**src/rtl/dl_pkg.sv**
```systemverilog
package dl_pkg;
  localparam int unsigned SEG_LEN = 32;
  localparam int unsigned SEG_AW  = 5;
endpackage

```
**src/rtl/dl_seg.sv**
```systemverilog
// One 32-stage data segment, no reset; readable at any stage.
module dl_seg
  import dl_pkg::*;
#(
  parameter int unsigned DATA_W = 16
) (
  input  logic              clk_i,
  input  logic              en_i,
  input  logic [DATA_W-1:0] d_i,
  input  logic [SEG_AW-1:0] sel_i,
  output logic [DATA_W-1:0] tap_o,
  output logic [DATA_W-1:0] last_o
);
  logic [DATA_W-1:0] st_q [SEG_LEN];

  always_ff @(posedge clk_i) begin
    if (en_i) begin
      st_q[0] <= d_i;
      for (int i = 1; i < SEG_LEN; i++) st_q[i] <= st_q[i-1];
    end
  end

  assign tap_o  = st_q[sel_i];
  assign last_o = st_q[SEG_LEN-1];
endmodule

```
**src/rtl/dl_vld_pipe.sv**
```systemverilog
// Resettable valid pipeline, same depth as the data line.
module dl_vld_pipe #(
  parameter int unsigned DEPTH = 64,
  parameter int unsigned AW    = 6
) (
  input  logic          clk_i,
  input  logic          rst_ni,
  input  logic          en_i,
  input  logic          v_i,
  input  logic [AW-1:0] sel_i,
  output logic          v_o
);
  logic [DEPTH-1:0] v_q;

  always_ff @(posedge clk_i or negedge rst_ni) begin
    if (!rst_ni)   v_q <= '0;
    else if (en_i) v_q <= {v_q[DEPTH-2:0], v_i};
  end

  assign v_o = v_q[sel_i];
endmodule

```
**src/rtl/tap_delay_line.sv**
```systemverilog
module tap_delay_line
  import dl_pkg::*;
#(
  parameter int unsigned DATA_W  = 16,
  parameter int unsigned NUM_SEG = 2,
  parameter int unsigned TAP_W   = $clog2(NUM_SEG * SEG_LEN)
) (
  input  logic              clk_i,
  input  logic              rst_ni,
  input  logic              en_i,
  input  logic [DATA_W-1:0] data_i,
  input  logic              valid_i,
  input  logic [TAP_W-1:0]  tap_i,
  output logic [DATA_W-1:0] data_o,
  output logic              valid_o
);
  localparam int unsigned DEPTH = NUM_SEG * SEG_LEN;

  logic [DATA_W-1:0] chain   [NUM_SEG+1];
  logic [DATA_W-1:0] seg_tap [NUM_SEG];

  assign chain[0] = data_i;

  for (genvar g = 0; g < NUM_SEG; g++) begin : g_seg
    dl_seg #(.DATA_W(DATA_W)) u_seg (
      .clk_i (clk_i),
      .en_i  (en_i),
      .d_i   (chain[g]),
      .sel_i (tap_i[SEG_AW-1:0]),
      .tap_o (seg_tap[g]),
      .last_o(chain[g+1])
    );
  end

  if (NUM_SEG > 1) begin : g_multi
    assign data_o = seg_tap[tap_i[TAP_W-1:SEG_AW]];
  end else begin : g_single
    assign data_o = seg_tap[0];
  end

  dl_vld_pipe #(.DEPTH(DEPTH), .AW(TAP_W)) u_vld (
    .clk_i (clk_i),
    .rst_ni(rst_ni),
    .en_i  (en_i),
    .v_i   (valid_i),
    .sel_i (tap_i),
    .v_o   (valid_o)
  );
endmodule

```
**config.mk**
```make
export PLATFORM = sky130hd
export DESIGN_NAME = tap_delay_line
export DESIGN_NICKNAME = d
export VERILOG_FILES = /design/src/rtl/dl_pkg.sv /design/src/rtl/dl_seg.sv /design/src/rtl/dl_vld_pipe.sv /design/src/rtl/tap_delay_line.sv
export SDC_FILE = /design/constraint.sdc
export NUM_CORES = 1
export LEC_CHECK = 0
export ABC_AREA = 1
export CAP_MARGIN = 30
export CORE_UTILIZATION = 25
export DETAILED_ROUTE_END_ITERATION = 7
export DONT_BUFFER_PORTS = 1
export PLACE_DENSITY = 0.49
export REMOVE_ABC_BUFFERS = 1
export SYNTH_ARGS = -nofsm -noshare
export SYNTH_HDL_FRONTEND = slang
export SYNTH_SLANG_ARGS = --single-unit
```
**constraint.sdc**
```tcl
create_clock -name clk_i -period 3.5 [get_ports clk_i]
set_input_delay 0.35 -clock clk_i [delete_from_list [all_inputs] [get_ports clk_i]]
set_output_delay 0.35 -clock clk_i [all_outputs]
set_load 0.05 [all_outputs]
```
==> flow_summary_export.csv <==
group,metric,value,unit
outcome,outcome,"complete, but fails checks",
outcome,violations,"slew limit, setup timing",
cts,cts_repair_resize_count,0,
synth,postSynthAreaPerCell,11.6,µm²
placed_design,buffer_ports.inserted,0,
routing,detailedRoute.firstPassIterationCount,7,
cts,post_cts_buffers,0,
sta,report.final.slew_viol_count,359,
synth,synth.distinct_cells,17,
global_route,globalRouteTotalUtil,11.0,%
floorplanning,starting_density_of_the_core,25.3,%
cts,cts-root-to-sink-buffers,3,
floorplanning,die_height,422,µm
cts,cts_tree,"yes",
global_route,wire_length_of_the_first_global_routing_pass,159000,µm
global_route,grt_busiest_layer,"met2",
sta,report.final.setup_viol,17,
global_route,use_met3,1.75,%
routing,route.vias.total,27200,
min_path,hp-start,"en_i",
critical_path,critPathArrivalTime,3760,ps
global_route,grt_antenna_before_repair,4,
power_and_ir_drop,ir_drop,391,µV
cts,clk_pin_slew,60,ps
global_route,grt_max_degree,546,
placed_design,placed_cells,5952,
global_route,globalRoute.totalOverflow,0,
critical_path,worstSetupPathType,"input pin to output pin",
finish,fin_nets,3786,
min_path,holdCritPathClass,"input pin to flip-flop",
routing,first_iter_violations,2279,
cts,htree_levels,3,
global_route,gr-usage-met1,15.4,%
placed_design,preCtsSetupSlack,-239,ps
global_route,first_global_vias,26700,
routing,drt_wl_total,99700,µm
synth,syn-cell-area,0.0441,mm²
global_route,grt_util_met2,17.5,%
finish,nFillCells,17800,
finish,instances_no_fill,6176,
sta,clock_period_minus_worst_slack,4110,ps
placed_design,gpl.final_weighted_congestion,0.697,
sta,timing.slew.headroom,-85.3,%
synth,synthesis.instances,3795,
routing,route.detailed.wl_per_inst,16.1,µm
critical_path,worst_setup_path_end_kind,"output pin",
placed_design,dp_hpwl,45900,µm
finish,flow.area_growth_from_synthesis,14.5,%
cts,post_cts_hold_buffer_count,19,
floorplanning,core.rowCount,153,
cts,clk_latency,730,ps
critical_path,timing.critical_path.from_type,"input pin",
critical_path,crit_path_max_fanout,545,
sta,timing.fmax,243,MHz
synth,synth-warning-count,0,
finish,post_route_cells_drive_above_1_share,6.18,%
critical_path,r2r_start,"u_vld.v_q[0]",
power_and_ir_drop,p_total,0.0290,W
critical_path,critical_path.startpoint,"tap_i[0]",
critical_path,crit_path_top_delay_cell,"sky130_fd_sc_hd__inv_16",
floorplanning,io_pins,43,
cts,cts.sink_count,1088,
critical_path,critPathMaxStageDelay,770,ps
floorplanning,die_w,422,µm
critical_path,critical_path.n_buffers_inverters,4,
power_and_ir_drop,powerDensity,574,mW/mm²
routing,remaining_drc_errors,0,
job,max-cap-violations,0,
power_and_ir_drop,static_leakage,18.7,nW
sta,worst_slack,-608,ps
synth,synth.ff_latch_count,1088,
floorplanning,area_enclosed_by_the_die_boundary,0.178,mm²
critical_path,cpLargestDelayFamily,"buffers and inverters",
synth,yosysTopAreaCellShare,69.7,%
critical_path,critical_path.cell_chain,"inv_16 -> buf_12 -> buf_4 -> nand2_1 -> nand3_1 -> nand3_1 -> nand2_1 -> nand2_1 -> nand3_1 -> nand3_1 -> nand2_1 -> buf_4",
sta,setup_repair_after_global_routing_missed_its_margin,"no",
synth,synth-seq-area-share,73.3,%
synth,synth_area_leaders,"sky130_fd_sc_hd__edfxtp_1 70%, sky130_fd_sc_hd__nand2_1 12%, sky130_fd_sc_hd__nand3_1 10%, sky130_fd_sc_hd__dfrtp_1 3.6%, sky130_fd_sc_hd__buf_2 1.5%",
sta,worst_pin_slew,2780,ps
sta,finClkSkew,33.9,ps
synth,synth_top_area_cell,"sky130_fd_sc_hd__edfxtp_1",
routing,vias_per_cell,4.41,
cts,tritoncts.num_buffers,111,
critical_path,required_time_of_the_critical_path,3150,ps
floorplanning,core_area,0.175,mm²
sta,hold_violations,0,
sta,post-route-period-util,117,%
cts,cts_root_buffer,"sky130_fd_sc_hd__clkbuf_16",
routing,final_antenna_net_count,0,
[synth_stat cells]
| cell | count |
|---|---|
| sky130_fd_sc_hd__clkinv_1 | 2 |
| sky130_fd_sc_hd__dfrtp_1 | 64 |
| sky130_fd_sc_hd__buf_6 | 25 |
| sky130_fd_sc_hd__buf_1 | 34 |
| sky130_fd_sc_hd__nand2_1 | 1408 |
| sky130_fd_sc_hd__o21ai_0 | 31 |
| sky130_fd_sc_hd__buf_2 | 135 |
| sky130_fd_sc_hd__mux2_2 | 2 |
| sky130_fd_sc_hd__buf_8 | 2 |
| sky130_fd_sc_hd__nand3_1 | 918 |
| sky130_fd_sc_hd__inv_4 | 1 |
| sky130_fd_sc_hd__edfxtp_1 | 1024 |
| sky130_fd_sc_hd__inv_1 | 32 |
| sky130_fd_sc_hd__clkbuf_1 | 53 |
| sky130_fd_sc_hd__nor2_1 | 31 |
| sky130_fd_sc_hd__a21oi_1 | 31 |
| sky130_fd_sc_hd__inv_2 | 2 |
[cell type report]
class | instances | area, µm² | area share (%)
flip-flops and latches | 1088 | 32400 | 64.0
multi-input cells | 2421 | 10300 | 20.4
well taps | 2325 | 2910 | 5.76
clock buffers | 138 | 2900 | 5.74
repair buffers | 101 | 1310 | 2.60
clock inverters | 64 | 556 | 1.10
inverters | 37 | 170 | 0.337
diodes | 2 | 5.00 | 0.00990
[cell families after synthesis]
| group | synth area share, % |
|---|---|
| AO/OA/AOI/OAI | 0.703 |
| AND/OR/NAND/NOR | 22.6 |
| multiplexers | 0.0510 |
| buffers and inverters | 3.30 |
| flip-flops | 73.3 |
[final timing paths]
kind / cells after the start / endpoint / slack, ps
max in group asynchronous: 2 / u_vld.v_q[11] / 3020
min in group asynchronous: 2 / u_vld.v_q[7] / 190
worst max-delay path: 12 / data_o[1] / -610
worst min register to register: 0 / g_seg[1].u_seg.st_q[18][11] / 410
worst min-delay path: 1 / g_seg[1].u_seg.st_q[5][12] / 130
worst max register to register: 1 / u_vld.v_q[0] / 2720
[where the power goes]
part | switching [W] | total [W] | internal, W
Sequential | 0.000397 | 0.0156 | 0.0152
Clock | 0.00507 | 0.0115 | 0.00645
Combinational | 0.00122 | 0.00191 | 0.000693
[metal layers]
layer  wire, µm  part of all wire, %
met3       4200                  4.2
met5         17                0.017
met1      47700                   48
met4       1740                  1.7
met2      46000                   46
[placed cells by master, fill, tap and decap left out, types with 6 or more instances in the layout]
master,instances
sky130_fd_sc_hd__clkbuf_16,112
sky130_fd_sc_hd__a21oi_1,31
sky130_fd_sc_hd__clkinv_2,21
sky130_fd_sc_hd__dlygate4sd3_1,18
sky130_fd_sc_hd__buf_4,47
sky130_fd_sc_hd__inv_1,31
sky130_fd_sc_hd__o21ai_0,31
sky130_fd_sc_hd__inv_6,6
sky130_fd_sc_hd__edfxtp_1,1024
sky130_fd_sc_hd__bufinv_16,8
sky130_fd_sc_hd__clkinv_1,29
sky130_fd_sc_hd__buf_12,28
sky130_fd_sc_hd__clkbuf_1,26
sky130_fd_sc_hd__nand2_1,1408
sky130_fd_sc_hd__nor2_1,31
sky130_fd_sc_hd__dfrtp_1,64
sky130_fd_sc_hd__buf_16,8
sky130_fd_sc_hd__nand3_1,918
[sequential cells by signal (all words and copies together) (netlist names)]
register,count
u_vld.v_q,64
g_seg.u_seg.st_q,1024
[metrics by stage]
stage / hold slack (ps) / TNS [ps] / util (%) / instance area, µm²
floorplan: 54.4 / -33150 / - / 42800
global placement: 58.5 / 0 / 26.7 / 46700
detailed placement: 59.1 / -32380 / 26.8 / 46800
CTS: 174 / 0 / 28.9 / 50500
global route: 194 / 0 / 28.9 / 50500
finish: 130 / -7740 / 28.9 / 50500
Note: power is estimated with default switching activity, not from simulation.
